**config.mk**
```make
export PLATFORM = sky130hd
export DESIGN_NAME = can_rx_mailboxes
export DESIGN_NICKNAME = d
export VERILOG_FILES = /design/src/rtl/can_mbx_pkg.sv /design/src/rtl/can_mbx_accept.sv /design/src/rtl/can_mbx_first.sv /design/src/rtl/can_rx_mailboxes.sv
export SDC_FILE = /design/constraint.sdc
export NUM_CORES = 2
export LEC_CHECK = 0
export BUFFER_PORTS_ARGS = -buffer_cell sky130_fd_sc_hd__buf_4
export CORE_MARGIN = 4
export CORE_UTILIZATION = 47
export DETAILED_ROUTE_END_ITERATION = 8
export RECOVER_POWER = 25
export SLEW_MARGIN = 25
export SYNTH_ARGS = -nofsm -noshare
export SYNTH_HDL_FRONTEND = slang
export SYNTH_SLANG_ARGS = --single-unit
export TNS_END_PERCENT = 10
```
**constraint.sdc**
```tcl
create_clock -name clk -period 13.8 [get_ports clk]
set_input_delay 2.76 -clock clk [delete_from_list [all_inputs] [get_ports clk]]
set_output_delay 2.76 -clock clk [all_outputs]
set_load 0.01 [all_outputs]
```
**src/rtl/can_mbx_pkg.sv**
```systemverilog
`timescale 1ns/1ps
package can_mbx_pkg;

    typedef enum logic [1:0] {
        MB_OFF    = 2'd0,
        MB_RX     = 2'd1,
        MB_RX_OVW = 2'd2,
        MB_RSVD   = 2'd3
    } mb_mode_e;

    localparam int KEY_W     = 30;
    localparam int EXT_BIT   = 29;
    localparam int STD_LSB   = 18;

    localparam logic [2:0] FLD_CFG  = 3'd0;
    localparam logic [2:0] FLD_ACC  = 3'd1;
    localparam logic [2:0] FLD_MSK  = 3'd2;
    localparam logic [2:0] FLD_RXID = 3'd3;
    localparam logic [2:0] FLD_STAT = 3'd4;
    localparam logic [2:0] FLD_DLO  = 3'd5;
    localparam logic [2:0] FLD_DHI  = 3'd6;

    localparam logic [2:0] GLB_FULL  = 3'd0;
    localparam logic [2:0] GLB_REARM = 3'd1;

    localparam int ST_LEN_LSB = 16;
    localparam int ST_RTR     = 20;
    localparam int ST_FULL    = 23;
    localparam int ST_MISS    = 24;

    typedef struct packed {
        mb_mode_e          mode;
        logic [KEY_W-1:0]  acc;
        logic [KEY_W-2:0]  msk;
    } mb_cfg_t;

    typedef struct packed {
        logic [KEY_W-1:0]  rid;
        logic              rtr;
        logic [3:0]        len;
        logic [63:0]       data;
    } mb_slot_t;

    function automatic logic [KEY_W-1:0] make_key(input logic ext, input logic [28:0] id);
        if (ext) return {1'b1, id};
        return {1'b0, id[10:0], {STD_LSB{1'b0}}};
    endfunction

    function automatic logic key_match(input logic [KEY_W-1:0] key, input mb_cfg_t cfg);
        return (((key[KEY_W-2:0] ^ cfg.acc[KEY_W-2:0]) & cfg.msk) == '0)
               && (key[EXT_BIT] == cfg.acc[EXT_BIT]);
    endfunction

endpackage

```
**src/rtl/can_mbx_accept.sv**
```systemverilog
`timescale 1ns/1ps
module can_mbx_accept
    import can_mbx_pkg::*;
#(
    parameter int NUM_MB = 8
) (
    input  logic [KEY_W-1:0] key,
    input  mb_cfg_t          cfg [NUM_MB],
    input  logic [NUM_MB-1:0] full,
    output logic [NUM_MB-1:0] free_hit,
    output logic [NUM_MB-1:0] ovw_hit
);
    for (genvar i = 0; i < NUM_MB; i++) begin : g_mb
        logic hit;
        logic on;
        assign hit         = key_match(key, cfg[i]);
        assign on          = (cfg[i].mode == MB_RX) || (cfg[i].mode == MB_RX_OVW);
        assign free_hit[i] = hit && on && !full[i];
        assign ovw_hit[i]  = hit && full[i] && (cfg[i].mode == MB_RX_OVW);
    end
endmodule

```
**src/rtl/can_mbx_first.sv**
```systemverilog
`timescale 1ns/1ps
module can_mbx_first #(
    parameter int N = 8
) (
    input  logic [N-1:0] req,
    output logic [N-1:0] grant,
    output logic         any
);
    always_comb begin
        logic found;
        found = 1'b0;
        grant = '0;
        for (int i = 0; i < N; i++) begin
            if (req[i] && !found) begin
                grant[i] = 1'b1;
                found    = 1'b1;
            end
        end
    end
    assign any = |req;
endmodule

```
**src/rtl/can_rx_mailboxes.sv**
```systemverilog
`timescale 1ns/1ps
module can_rx_mailboxes
    import can_mbx_pkg::*;
#(
    parameter  int NUM_MB = 8,
    localparam int MB_W   = (NUM_MB > 1) ? $clog2(NUM_MB) : 1,
    localparam int ADDR_W = MB_W + 4
) (
    input  logic              clk,
    input  logic              rst,
    input  logic              rx_valid,
    input  logic              rx_ext,
    input  logic              rx_rtr,
    input  logic [28:0]       rx_id,
    input  logic [3:0]        rx_len,
    input  logic [63:0]       rx_data,
    input  logic              bus_we,
    input  logic [ADDR_W-1:0] bus_addr,
    input  logic [31:0]       bus_wdata,
    output logic [31:0]       bus_rdata,
    output logic [NUM_MB-1:0] irq
);
    mb_cfg_t           cfg  [NUM_MB];
    mb_slot_t          slot [NUM_MB];
    logic [NUM_MB-1:0] full;
    logic [NUM_MB-1:0] miss;

    logic [KEY_W-1:0]  key;
    logic [NUM_MB-1:0] free_hit, ovw_hit, free_g, ovw_g;
    logic              free_any, ovw_any;
    logic [NUM_MB-1:0] store_sel, miss_set, rearm;

    logic              is_glb;
    logic [MB_W-1:0]   mb_idx;
    logic [2:0]        fld;
    logic              unused_bits;

    assign key    = make_key(rx_ext, rx_id);
    assign is_glb = bus_addr[ADDR_W-1];
    assign mb_idx = bus_addr[3 +: MB_W];
    assign fld    = bus_addr[2:0];
    assign unused_bits = ^bus_wdata[31:30] ^ ovw_any;

    can_mbx_accept #(.NUM_MB(NUM_MB)) u_accept (
        .key(key), .cfg(cfg), .full(full),
        .free_hit(free_hit), .ovw_hit(ovw_hit)
    );

    can_mbx_first #(.N(NUM_MB)) u_pick_free (
        .req(free_hit), .grant(free_g), .any(free_any)
    );

    can_mbx_first #(.N(NUM_MB)) u_pick_ovw (
        .req(ovw_hit), .grant(ovw_g), .any(ovw_any)
    );

    always_comb begin
        store_sel = '0;
        miss_set  = '0;
        if (rx_valid) begin
            if (free_any) begin
                store_sel = free_g;
            end else begin
                store_sel = ovw_g;
                miss_set  = ovw_g;
            end
        end
        rearm = (bus_we && is_glb && fld == GLB_REARM) ? bus_wdata[NUM_MB-1:0] : '0;
    end

    always_ff @(posedge clk) begin
        if (rst) begin
            full <= '0;
            miss <= '0;
            for (int i = 0; i < NUM_MB; i++) begin
                cfg[i]  <= '{mode: MB_OFF, acc: '0, msk: '0};
                slot[i] <= '0;
            end
        end else begin
            for (int i = 0; i < NUM_MB; i++) begin
                if (bus_we && !is_glb && mb_idx == MB_W'(i)) begin
                    case (fld)
                        FLD_CFG: cfg[i].mode <= mb_mode_e'(bus_wdata[1:0]);
                        FLD_ACC: cfg[i].acc  <= bus_wdata[KEY_W-1:0];
                        FLD_MSK: cfg[i].msk  <= bus_wdata[KEY_W-2:0];
                        default: ;
                    endcase
                end
                if (rearm[i]) begin
                    full[i] <= 1'b0;
                    miss[i] <= 1'b0;
                end
                if (store_sel[i]) begin
                    slot[i] <= '{rid: key, rtr: rx_rtr, len: rx_len, data: rx_data};
                    full[i] <= 1'b1;
                end
                if (miss_set[i]) miss[i] <= 1'b1;
            end
        end
    end

    always_comb begin
        bus_rdata = '0;
        if (is_glb) begin
            if (fld == GLB_FULL) bus_rdata[NUM_MB-1:0] = full;
        end else if (int'(mb_idx) < NUM_MB) begin
            case (fld)
                FLD_CFG:  bus_rdata[1:0]       = cfg[mb_idx].mode;
                FLD_ACC:  bus_rdata[KEY_W-1:0] = cfg[mb_idx].acc;
                FLD_MSK:  bus_rdata[KEY_W-2:0] = cfg[mb_idx].msk;
                FLD_RXID: bus_rdata[KEY_W-1:0] = slot[mb_idx].rid;
                FLD_STAT: begin
                    bus_rdata[ST_LEN_LSB +: 4] = slot[mb_idx].len;
                    bus_rdata[ST_RTR]          = slot[mb_idx].rtr;
                    bus_rdata[ST_FULL]         = full[mb_idx];
                    bus_rdata[ST_MISS]         = miss[mb_idx];
                end
                FLD_DLO:  bus_rdata = slot[mb_idx].data[31:0];
                FLD_DHI:  bus_rdata = slot[mb_idx].data[63:32];
                default:  bus_rdata = '0;
            endcase
        end
    end

    assign irq = full;

endmodule

```
Yosys cells after proc, flatten, opt, wreduce, memory -nomap -nowiden
Memory sizes are Yosys's and may differ from the RTL's.
Index checks and enable logic that the tools add are counted.
Word-level totals
  memories kept: 1
  logic and storage cells: 364
  RAM bits: 792
  register bits after elaboration: 504
Memory list
  slot: words 8, width 99, read ports 1, clocked after memory_dff 0, write ports 8, line can_rx_mailboxes.sv:24  | mb_slot_t slot [NUM_MB];
Cells by class
  equal/unequal tests: 37
  multiplexer cells: 112
  magnitude comparators: 2
  bitwise gates (word level): 25
  reduce and logical (&&, ||, !) cells: 147
Operators by type and width (number)
  $mux 99: 8
  $and 29x29->29: 8
  $logic_not 29->1: 8
  $xor 29x29->29: 8
  $bmux 61 s3: 1
  $mux 61: 2
  $mux 1: 81
  $pmux 14 s5: 1
  $logic_and 1x1->1: 65
  $mux 30: 2
  $mux 8: 7
  $reduce_and 2->1: 24
  $reduce_bool 2->1: 16
  $pmux 5 s6: 1
  $mux 24: 1
  $pmux 2 s6: 2
  $logic_not 1->1: 23
  $eq 3x3->1 const B: 7
  $pmux 4 s5: 1
  $eq 2x1->1 const B: 8
  $eq 2x2->1 const B: 8
  $eq 3x2->1 const B: 4
  $pmux 2 s5: 1
  $eq 1x1->1: 8
  11 further kinds: 28

Depth between registers and ports, before layout
  depth in word-level cells: 36
  depth in mapped cells: 15
  depth with buffers taken out: 8

Modules after synthesis
From an unflattened synthesis, not the netlist that was laid out.
Second synthesis, totals
  cell total of the unflattened synthesis: 5475
  area, all modules: 59940.0 µm²
By module, submodules not included
  can_rx_mailboxes: instances 1, area an instance 55952.4 µm², cells each 4973, seq. area each 33872.5 µm²
  can_mbx_accept: instances 1, area an instance 3789.9 µm², cells each 478, seq. area each 0.0 µm²
  can_mbx_first: instances 2, area an instance 98.8 µm², cells each 12, seq. area each 0.0 µm²

Worst setup path before layout
Ideal clock, no wire load.
  kind: input to register
  start: input port rx_ext
  end: memory slot[4][0] in the netlist's numbering, enable pin
  stages on the path: 11
  path buffers: 3
  arrival: 11.936 ns
  data required time: 13.107 ns
  slack: 1.171 ns
  cell sequence: buf_6 > buf_8 > mux2i_4 > mux2i_1 > a2111oi_0 > nand3_1 > nor4_4 > a2111oi_4 > clkbuf_1 > nand3_1 > o21ai_0
RTL lines
  start, declared: line can_rx_mailboxes.sv:12  | input logic rx_ext,
  end, declared: line can_rx_mailboxes.sv:24

==> results_dict.tcl <==
set metrics [dict create \
    numCtsBuffers 144 \
    finalHoldViolations 0 \
    track_usage 0.3305 \
    cts_tree "yes" \
    root_buffer "clkbuf_16" \
    syn_avg_cell_area_sq_um 10.99 \
    core_sq_um 129800 \
    async_reset_ff_frac 0 \
    yosys.area.top_type "edfxtp_1" \
    p_per_area_nw_per_um2 126.4 \
    synth_top_family_by_area "simple AND/OR/NAND/NOR gates" \
    worstPathRequired_ps 14200 \
    synth_top_flop_cell "edfxtp_1" \
    final_common_cell "nand2_1" \
    place_congestion 0.9653 \
    grt_max_degree 100 \
    critPathLaunchType "input port" \
    cp-end-kind "register" \
    status "finished with violations" \
    syn-num-nets 5747 \
    nFillCells 11470 \
    leakagePower_nw 22.88 \
    synth-xor-area-share 0.02249 \
    die_x_um 369.8 \
    layout_common_cells "nand2_1 (1267), edfxtp_1 (792), a21oi_1 (628)" \
    synth_edf_count 792 \
    worst_ep_arrival_time_ps 12040 \
    synth_mux_area_frac 0.1464 \
    layout_setup_ws_ps 2158 \
    antenna_found_initial 8 \
    relSlewSlack -0.9731 \
    worstSetupPathType "input port to register" \
    cts.sinks 1296 \
    ir_drop_v 0.0001168 \
    yosysWarningCount 0 \
    hpwl_um 140700 \
    ys_ff_latch 1296 \
    multiInputGateArea_sq_um 25190 \
    cts_buffer_depth 3 \
    drive_gt1_frac 0.1505 \
    die_h_um 369.8 \
    failed_checks "max-capacitance violations, max-slew violations" \
    dp_slack_ps 3860 \
    cts_hold_buf 0 \
    cts_setup_buffers 0 \
    vias 47990 \
    cts-htree-levels 4 \
    drtIter0Drc 7585 \
    antenna_left 0 \
    clock_latency_ps 810 \
    period_share 0.8436 \
    synth_cells 5597 \
    port_buffers 179 \
    seq_area_frac_synth 0.5506 \
    ios 182 \
    synthDominantCellAreaShare 0.3866 \
    vias_per_cell 6.507 \
    crit_path_max_fanout 55 \
    tightest_slew_ps 2960 \
    synth_area_sq_um 61520 \
    fin_util 0.5272 \
    synth_compound_area_frac 0.08524 \
    grt_pass1_vias 44550 \
    synthToLayoutAreaGrowth_pct 11.25 \
    drt_wl_total_um 230300 \
    setup_violations 0 \
    final_nets 5668 \
    post-route-min-period_ps 11640 \
    path_clk_slew_ps 60 \
    grt_pass1_wl_um 327300 \
    drc_errors 0 \
    max_freq_mhz 85.89 \
    max_cap_violations 22 \
    synth_adder_area_share 0.001627 \
    yosys.area_share.simple 0.1515 \
    setup-tns-final_ps 0 \
    initial_core_util 0.4739 \
    dr.pass1.iters 7 \
    avgRoutedWirePerCell_um 31.23 \
    synthTopCellsByArea "edfxtp_1 (39%), dfxtp_1 (16%), mux4_2 (12%)" \
    seqCellArea_sq_um 33870 \
    gr-total-overflow 0 \
    dieArea_sq_um 136700 \
    cts-resized-gates 0 \
    ys_types 73 \
    hold_path_class "register to register" \
    drv_slew 537 \
    skew_ps 37.69 \
    rows 132 \
    rsz0062_at_grt "no" \
]
## cells by family after synthesis
kind of cell | Yosys count
flops | 1296
simple gates | 2094
buf+inv | 648
compound gates | 916
mux | 477
xor+xnor | 158
fa+ha+maj | 8
## per-stage QoR
step	cell area (sq um)	cells	power, mW	hold slack [ps]
after floorplan	61520	5597	4.719	419.9
after global placement	64120	7111	4.977	442.5
after detailed placement	64210	7114	4.985	449.6
after CTS	68690	7369	8.662	459.4
after global routing	68420	7370	8.869	478.8
final	68440	7375	8.647	453.5
## critical path: stages
cell and delay, ps:
clkbuf_1 1850, buf_4 840, mux2i_1 1540, mux2i_1 320, a2111oi_2 540, nand3_1 290, nor4_4 620, nor2_1 370
nand3_4 170, buf_4 710, nand3_4 970, buf_4 780
## cells in the mapped netlist (4+ instances only)
cell type / number
a2111oi_0: 14
a2111oi_2: 4
a21boi_0: 10
a21oi_1: 628
a221oi_1: 34
a222oi_1: 10
a22oi_1: 53
a31oi_1: 8
and2_1: 22
and3b_1: 8
buf_1: 55
buf_2: 75
buf_6: 6
clkbuf_1: 370
dfxtp_1: 504
edfxtp_1: 792
ha_1: 8
inv_1: 132
mux2i_1: 137
mux2i_4: 11
mux4_2: 327
nand2_1: 1272
nand2b_1: 37
nand3_1: 34
nand3b_1: 12
nand4_1: 28
nand4b_1: 29
nor2_1: 62
nor2b_1: 10
nor3_1: 516
nor3_2: 11
nor3b_1: 5
nor4_1: 10
nor4b_1: 5
o21ai_0: 58
o21ai_1: 4
o22ai_1: 63
o31ai_1: 4
or2_2: 14
xnor2_1: 134
xor2_1: 24
## final timing paths
check,endpoint,slack (ps),from,cells after the start
setup / recovery,slot[3][86],2160,rx_ext,12
hold / removal,miss[3],450,miss[3],2
setup reg to reg,slot[3][86],7220,cfg[91],11
hold reg to reg,miss[3],450,miss[3],2
## layout make-up
| class | instances | share of cell area |
|---|---|---|
| clock inverters | 54 | 0.007861 |
| inverters | 136 | 0.007587 |
| diodes | 6 | 0.0002194 |
| clock buffers | 201 | 0.05770 |
| flip-flops and latches | 1296 | 0.4949 |
| well taps | 1742 | 0.03185 |
| repair buffers | 287 | 0.03183 |
| multi-input cells | 3653 | 0.3680 |
## state kept, by name, indices dropped and copies added (netlist names)
register	cells
slot	792
cfg	488
irq	8
miss	8
## layer usage
| metal | vias up | share of wire | track usage |
|---|---|---|---|
| met2 | 3207 | 0.44 | 0.4868 |
| met3 | 456 | 0.13 | 0.09534 |
| met4 | 0 | 0.039 | 0.1213 |
| li1 | 20160 | - | - |
| met5 | - | 0 | 0 |
| met1 | 24170 | 0.39 | 0.4664 |
## power by group
part	internal, mW	total (mW)	switching (mW)
Sequential	4.20	4.22	0.0249
Clock	2.09	3.74	1.65
Combinational	0.208	0.690	0.482
(Power assumes the default switching activity.)
